$ cat config.mk
export PLATFORM = sky130hd
export DESIGN_NAME = sar_conv_seq
export DESIGN_NICKNAME = d
export VERILOG_FILES = /design/src/rtl/sar_seq_pkg.sv /design/src/rtl/sar_tick_timer.sv /design/src/rtl/sar_bit_search.sv /design/src/rtl/sar_conv_seq.sv
export SDC_FILE = /design/constraint.sdc
export NUM_CORES = 1
export LEC_CHECK = 0
export BUFFER_PORTS_ARGS = -buffer_cell sky130_fd_sc_hd__buf_2
export CAP_MARGIN = 20
export CORE_UTILIZATION = 30
export CTS_BUF_LIST = sky130_fd_sc_hd__clkbuf_4 sky130_fd_sc_hd__clkbuf_8 sky130_fd_sc_hd__clkbuf_16
export CTS_CLUSTER_SIZE = 25
export DETAILED_ROUTE_END_ITERATION = 10
export HOLD_SLACK_MARGIN = 0.02
export PLACE_DENSITY_LB_ADDON = 0.1
export REMOVE_ABC_BUFFERS = 1
export SLEW_MARGIN = 20
export SYNTH_ARGS = -nofsm -noshare
export SYNTH_HDL_FRONTEND = slang
export SYNTH_SLANG_ARGS = --single-unit
$ cat constraint.sdc
create_clock -name clk -period 2.4 [get_ports clk]
set_input_delay 0.48 -clock clk [delete_from_list [all_inputs] [get_ports clk]]
set_output_delay 0.48 -clock clk [all_outputs]
set_load 0.005 [all_outputs]
$ cat src/rtl/sar_seq_pkg.sv
package sar_seq_pkg;

    typedef enum logic [1:0] {
        ST_TRACK   = 2'd0,
        ST_ACQWAIT = 2'd1,
        ST_HOLD    = 2'd2
    } seq_state_t;

endpackage

$ cat src/rtl/sar_tick_timer.sv
// Saturating tick counter: cleared by clr, advances on en, flags when LIMIT is reached.
module sar_tick_timer #(
    parameter int LIMIT = 4
) (
    input  logic clk,
    input  logic rst_n,
    input  logic clr,
    input  logic en,
    output logic at_limit
);
    localparam int CW = $clog2(LIMIT + 1);
    localparam logic [CW-1:0] LIM = CW'(LIMIT);

    logic [CW-1:0] count;

    always_ff @(posedge clk) begin
        if (!rst_n) begin
            count <= '0;
        end else if (clr) begin
            count <= '0;
        end else if (en && !at_limit) begin
            count <= count + 1'b1;
        end
    end

    assign at_limit = (count == LIM);

    // the counter never runs past its limit
    p_no_overrun_r6: assert property (@(posedge clk) disable iff (!rst_n)
        count <= LIM);

    // a clear always restarts the count
    p_clear_restarts_r4: assert property (@(posedge clk) disable iff (!rst_n)
        clr |=> (count == '0));

endmodule

$ cat src/rtl/sar_bit_search.sv
// Binary-search register: one probe bit walks down from the MSB and is kept or cleared per comparator.
module sar_bit_search #(
    parameter int WIDTH = 8
) (
    input  logic             clk,
    input  logic             rst_n,
    input  logic             load,
    input  logic             step,
    input  logic             comp_hi,
    output logic [WIDTH-1:0] trial,
    output logic [WIDTH-1:0] code
);
    localparam logic [WIDTH-1:0] TOP_BIT = {1'b1, {(WIDTH-1){1'b0}}};

    logic [WIDTH-1:0] probe;
    logic [WIDTH-1:0] code_nxt;
    logic             active;

    assign active = step && (probe != '0);

    for (genvar b = 0; b < WIDTH; b++) begin : g_bit
        assign code_nxt[b] = load                ? 1'b0    :
                             (active && probe[b]) ? comp_hi :
                                                    code[b];
    end

    always_ff @(posedge clk) begin
        if (!rst_n) begin
            probe <= '0;
            code  <= '0;
        end else begin
            code <= code_nxt;
            if (load) begin
                probe <= TOP_BIT;
            end else if (active) begin
                probe <= probe >> 1;
            end
        end
    end

    assign trial = code | probe;

    // at most one bit is under test
    p_probe_onehot_r2: assert property (@(posedge clk) disable iff (!rst_n)
        $onehot0(probe));

    // the search opens on the MSB alone
    p_msb_first_r2: assert property (@(posedge clk) disable iff (!rst_n)
        load |=> (trial == TOP_BIT));

    // comparator high keeps the tested bit
    p_keep_bit_r2: assert property (@(posedge clk) disable iff (!rst_n)
        (active && !load && comp_hi) |=> ((code & $past(probe)) != '0));

    // comparator low clears the tested bit
    p_clear_bit_r2: assert property (@(posedge clk) disable iff (!rst_n)
        (active && !load && !comp_hi) |=> ((code & $past(probe)) == '0));

endmodule

$ cat src/rtl/sar_conv_seq.sv
// Conversion sequencer: track/hold control, window and acquisition timing, result hand-off.
module sar_conv_seq
    import sar_seq_pkg::*;
#(
    parameter int WIDTH      = 8,
    parameter int CONV_TICKS = 36,
    parameter int ACQ_TICKS  = 4
) (
    input  logic             clk,
    input  logic             rst_n,
    input  logic             tick,
    input  logic             conv_start,
    input  logic             cont_mode,
    input  logic             sclk_fall,
    input  logic             last_bit_fall,
    input  logic             comp_hi,
    output logic             th_hold,
    output logic [WIDTH-1:0] trial_code,
    output logic [WIDTH-1:0] res_data,
    output logic             res_valid,
    output logic             res_corrupt
);
    localparam int WIN_LAST = CONV_TICKS - 1;

    seq_state_t       state, state_nxt;
    logic             cont_armed;
    logic             bad_flag;
    logic             trigger;
    logic             acq_met;
    logic             win_at;
    logic             win_end;
    logic             enter_hold;
    logic             in_hold;
    logic [WIDTH-1:0] code;

    assign in_hold    = (state == ST_HOLD);
    assign trigger    = conv_start || (cont_armed && last_bit_fall);
    assign win_end    = in_hold && tick && win_at;
    assign enter_hold = (state_nxt == ST_HOLD) && !in_hold;

    // window timer: runs only in hold
    sar_tick_timer #(.LIMIT(WIN_LAST)) u_window (
        .clk      (clk),
        .rst_n    (rst_n),
        .clr      (!in_hold),
        .en       (tick),
        .at_limit (win_at)
    );

    // acquisition timer: runs only while tracking
    sar_tick_timer #(.LIMIT(ACQ_TICKS)) u_acq (
        .clk      (clk),
        .rst_n    (rst_n),
        .clr      (in_hold),
        .en       (tick),
        .at_limit (acq_met)
    );

    sar_bit_search #(.WIDTH(WIDTH)) u_search (
        .clk     (clk),
        .rst_n   (rst_n),
        .load    (enter_hold),
        .step    (in_hold && tick),
        .comp_hi (comp_hi),
        .trial   (trial_code),
        .code    (code)
    );

    // state register
    always_ff @(posedge clk) begin
        if (!rst_n) begin
            state <= ST_TRACK;
        end else begin
            state <= state_nxt;
        end
    end

    // next state
    always_comb begin
        state_nxt = state;
        unique case (state)
            ST_TRACK: begin
                if (trigger) begin
                    state_nxt = acq_met ? ST_HOLD : ST_ACQWAIT;  // trig_ready / trig_early
                end
            end
            ST_ACQWAIT: begin
                if (acq_met) begin
                    state_nxt = ST_HOLD;                          // acq_done
                end
            end
            ST_HOLD: begin
                if (win_end) begin
                    state_nxt = ST_TRACK;                         // window_end
                end
            end
            default: state_nxt = ST_TRACK;
        endcase
    end

    // outputs and mode bookkeeping
    always_ff @(posedge clk) begin
        if (!rst_n) begin
            cont_armed  <= 1'b0;
            bad_flag    <= 1'b0;
            res_data    <= '0;
            res_valid   <= 1'b0;
            res_corrupt <= 1'b0;
        end else begin
            res_valid <= 1'b0;
            if ((state == ST_TRACK) && conv_start) begin
                cont_armed <= cont_mode;
            end
            if (enter_hold) begin
                bad_flag <= 1'b0;
            end else if (in_hold && sclk_fall) begin
                bad_flag <= 1'b1;
            end
            if (win_end) begin
                res_data    <= code;
                res_valid   <= 1'b1;
                res_corrupt <= bad_flag || sclk_fall;
            end
        end
    end

    assign th_hold = in_hold;

    // a result is always handed over in track mode
    p_track_at_result_r4: assert property (@(posedge clk) disable iff (!rst_n)
        res_valid |-> !th_hold);

    // the valid strobe lasts a single cycle
    p_valid_single_r4: assert property (@(posedge clk) disable iff (!rst_n)
        res_valid |=> !res_valid);

    // the last window tick ends hold and delivers a result
    p_window_close_r4: assert property (@(posedge clk) disable iff (!rst_n)
        win_end |=> (!th_hold && res_valid));

    // hold never begins before acquisition is met
    p_hold_needs_acq_r6: assert property (@(posedge clk) disable iff (!rst_n)
        $rose(th_hold) |-> $past(acq_met));

    // in single mode, only a start can lead to hold
    p_single_needs_start_r8: assert property (@(posedge clk) disable iff (!rst_n)
        ((state == ST_TRACK) && !cont_armed && !conv_start) |=> !th_hold);

endmodule

# After elaboration in Yosys (flattened, before gate mapping)
# Index checks and enable logic that the tools add are counted.
[classes]
n_addsub = 2
n_mux = 8
shifts = 0
reduce_logical = 28
n_lt_le_gt_ge = 0
n_bitwise = 2
div = 0
eq_ne = 5
n_mul = 0
[op_table]
columns = ["operator", "count"]
rows = [
  ["$logic_and 1x1->1", 17],
  ["$mux 8", 2],
  ["$mux 2", 4],
  ["$or 8x8->8", 1],
  ["$reduce_bool 8->1", 1],
  ["$add 6x1->6 const B", 1],
  ["$eq 6x6->1 const B", 1],
  ["$pmux 2 s3", 1],
  ["$eq 2x2->1 const B", 2],
  ["$reduce_or 2->1", 2],
  ["$add 3x1->3 const B", 1],
  ["$eq 3x3->1 const B", 1],
  ["$logic_not 1->1", 3],
  ["$eq 2x1->1 const B", 1],
  ["$logic_not 2->1", 1],
  ["$logic_or 1x1->1", 2],
  ["$reduce_and 2->1", 1],
  ["$reduce_bool 2->1", 1],
  ["$mux 1", 1],
  ["$not 1->1", 1],
]
[word_totals]
wordCells = 63
latch_bits = 0
inputBits = 8
register_bits = 39
mem_bits_rw = 0
n_memories = 0
rom_bits = 0

# Logic depth before layout (Yosys ltp)
[depth]
ltp_word = 8
depth_mapped = 6
ltp_nobuf = 5

# Modules after synthesis
# Synthesis repeated with hierarchy kept, for this count alone.
[hier_totals]
hier_cells = 182
hier_area_um2 = 1774.2
[by_module_without_submodules]
columns = ["mod", "instances", "cells_each", "seq_area_each_um2", "area_each_um2"]
rows = [
  ["sar_bit_search", 1, 69, 320.3, 706.9],
  ["sar_conv_seq", 1, 62, 280.3, 591.8],
  ["sar_tick_timer (u_window)", 1, 33, 120.1, 287.8],
  ["sar_tick_timer (u_acq)", 1, 18, 60.1, 187.7],
]

# Least setup slack after synthesis
# OpenSTA, ideal clock, no wires.
[synth_timing]
path_type = "input to register"
startpoint = "input tick"
endpoint = "register res_corrupt"
arrival_time_ns = 1.308
path_stages = 5
setup_ns = 0.072
path_slack_ns = 1.020
path_cell_list = "buf_2 nand3b_4 and3b_1 buf_6 mux2i_1"
[synth_between]
elab_chain_cells = 2
[synth_rtl]
columns = ["item", "line_no", "rtl"]
rows = [
  ["start, declared", "sar_conv_seq.sv:11", "input logic tick,"],
  ["$logic_and 1x1->1 (2 in a row)", "sar_conv_seq.sv:38", "assign win_end = in_hold && tick && win_at;"],
  ["end signal, assigned", "sar_conv_seq.sv:122", "res_corrupt <= bad_flag || sclk_fall;"],
  ["end, declared", "sar_conv_seq.sv:21", "output logic res_corrupt"],
]
# Every way passes these cells.
# A chain may end at the register's enable or synchronous reset.

# Worst setup path in the final report
[layout_timing]
startpoint = "register state[1]"
endpoint = "output th_hold"
[layout_between]
elab_chain_cells = 1
[layout_rtl]
columns = ["item", "line_no", "rtl"]
rows = [
  ["start, declared", "sar_conv_seq.sv:25", "seq_state_t state, state_nxt;"],
  ["start signal, assigned", "sar_conv_seq.sv:74", "state <= state_nxt;"],
  ["$eq 2x2->1", "sar_conv_seq.sv:36", "assign in_hold = (state == ST_HOLD);"],
  ["end, declared", "sar_conv_seq.sv:17", "output logic th_hold,"],
]
# Every way passes these cells.

==> results_dict.tcl <==
set metrics [dict create \
    grt_pass1_wl_um 6190 \
    critPathTopFamily "flip-flops" \
    htreeDepth 2 \
    required_ps 1920 \
    clock_skew_ps 3.34 \
    cts_inserted_buffers 5 \
    path_max_fanout 10 \
    critPathBufInv 2 \
    yosys_warnings 0 \
    min_path_type "in2reg" \
    post_synth.cell_area_avg_sq_um 9.31 \
    slew_violations 0 \
    cts_hold_buf 0 \
    fin_crit_sh 0.814 \
    dieHeight_um 77.3 \
    antenna_found_initial 0 \
    portBuffers 26 \
    start_util 0.311 \
    root_buffer "clkbuf_8" \
    ir_drop_mv 0.303 \
    ys_ff_latch 39 \
    cpPeakStageDelay_ps 490 \
    drtIter0Drc 30 \
    grt_overflow 0 \
    synth_cells 183 \
    post-cts-setup-buffers 0 \
    hold_violations 0 \
    worstSetupPathType "reg2out" \
    end_kind "output port" \
    grt_max_degree 17 \
    wirelength_um 3570 \
    cp-start-kind "flop" \
    hold_depth 3 \
    seq_area_frac_synth 0.458 \
    cts_resized 0 \
    dieWidth_um 77.3 \
    dr.pass1.iters 4 \
    num_rows 27 \
    synthesis.area_sq_mm 0.00170 \
    antenna_cells 0 \
    via_count 1335 \
    route.detailed.drc 0 \
    crit_chain "buf_4 -> nor2b_1 -> buf_2" \
    timing.final.crit_period_ps 1950 \
    dieArea_sq_mm 0.00598 \
    tns_ps 0 \
    drtAntennaViolNets 0 \
    cp.arrival_ps 1470 \
    drv_cap 0 \
    clk_pin_slew_ps 70 \
    nFillCells 612 \
    final_cells 283 \
    cp_slowest_cell "dfxtp_1" \
    cts.sinks 39 \
    layout.nets 221 \
    p_per_area_mw_per_mm2 589 \
    place_hpwl_um 2570 \
    clockBufferDepth 2 \
    ios 27 \
    status "completed" \
    drive_above_1_share 0.237 \
    rsz0062_at_grt "false" \
    via_per_inst 4.72 \
    grt.total_usage 0.132 \
    max_freq_ghz 0.512 \
    tightest_slew_ps 713 \
    worstRegToRegCells 4 \
    post-place-cells 275 \
    core-area_sq_mm 0.00547 \
    clock_latency_ps 290 \
    path_depth 3 \
    yosysUniqueCellTypes 34 \
    syn_to_final_growth_pct 16.9 \
    p_leak_uw 0.000874 \
    gp_congestion 0.697 \
    cts_tree "done" \
    wl_per_cell_um 12.6 \
    grt_pass1_vias 1382 \
    setup_violations 0 \
    maxSlewHeadroom 0.525 \
]
cell usage in the layout, fill, tap and decap left out, types with 2 or more instances in the layout:
master,instances
inv_1,4
and3_1,2
nor2_1,13
nand3_1,2
and3b_1,2
clkbuf_4,2
nand2_1,31
or2_2,8
nor3b_1,2
clkbuf_8,5
buf_4,4
ha_1,3
a21oi_1,12
nand2b_1,2
xor2_1,2
or3_1,3
nand4b_1,7
buf_2,26
nor2b_1,3
a21boi_1,2
dfxtp_1,39
nand4_1,3
mux2i_1,20
o21ai_0,3
final timing paths:
kind          startpoint          end  slack, ps
min reg2reg  res_data[4]  res_data[4]        460
max             state[1]      th_hold        450
min            sclk_fall     bad_flag        430
max reg2reg     state[0]  res_data[1]        710
sequential cells by signal (all words and copies together), names as in the netlist:
signal / flops
u_acq.count: 3
u_window.count: 6
u_search.code: 8
res_corrupt: 1
res_valid: 1
bad_flag: 1
u_search.probe: 8
cont_armed: 1
state: 2
res_data: 8
kinds of logic after synthesis:
logic type	synth area share
AND/OR/NAND/NOR	0.255
flip-flops	0.458
AO/OA/AOI/OAI	0.0926
multiplexers	0.118
buffers and inverters	0.0389
XOR/XNOR	0.0154
adder cells (fa/ha/maj)	0.0220
worst min-delay path: stages:
cell and delay, ps:
buf_2 80, a21oi_1 50, nor2_1 70
power by group:
group          total (uW)  internal, uW  switching [uW]  leakage, uW
logic                65.4          28.3            37.1     0.000510
clock network         442           226             216    0.0000491
registers             664           654            10.3     0.000315
area by class of cell:
type / count / area (sq um) / share of cell area
Timing Repair Buffer: 30 / 160 / 0.0805
Multi-Input combinational cell: 130 / 856 / 0.430
Inverter: 4 / 15.0 / 0.00754
Clock buffer: 7 / 83.8 / 0.0421
Clock inverter: 1 / 5.00 / 0.00251
Sequential cell: 39 / 781 / 0.392
Tap cell: 72 / 90.1 / 0.0453
routing by layer:
layer,global-route usage,vias up,part of all wire
met5,0,-,0
met4,0.0679,0,0.019
met3,0.0341,7,0.042
met2,0.217,26,0.45
met1,0.158,626,0.49
li1,-,676,-
cells in the mapped netlist, drive strengths merged:
master | number | share of area
a211oi | 1 | 0.0073
a21boi | 3 | 0.013
a21oi | 12 | 0.035
a31oi | 1 | 0.0037
a41o | 1 | 0.0059
and2 | 1 | 0.0037
and3 | 2 | 0.0073
and3b | 2 | 0.010
buf | 7 | 0.024
clkbuf | 3 | 0.0066
dfxtp | 39 | 0.46
ha | 3 | 0.022
inv | 4 | 0.0088
mux2i | 20 | 0.12
nand2 | 31 | 0.068
nand2b | 2 | 0.0073
nand3 | 2 | 0.0059
nand3b | 2 | 0.016
nand4 | 3 | 0.011
nand4b | 7 | 0.036
nor2 | 13 | 0.029
nor2b | 3 | 0.011
nor3b | 2 | 0.0088
o21ai | 3 | 0.0088
o21ba | 1 | 0.0059
o31ai | 1 | 0.012
or2 | 8 | 0.029
or3 | 3 | 0.011
xnor2 | 1 | 0.0051
xor2 | 2 | 0.010
per-stage QoR:
stage	total power, uW	hold WS (ps)	util	area, sq um	setup WS (ps)
floorplan	712	432	-	1650	855
global placement	743	441	0.348	1900	705
detailed placement	745	448	0.348	1900	674
CTS	1190	424	0.364	1990	393
global route	1230	437	0.364	1990	348
finish	1170	431	0.364	1990	446
No activity file was read; power rests on OpenSTA's default activity.
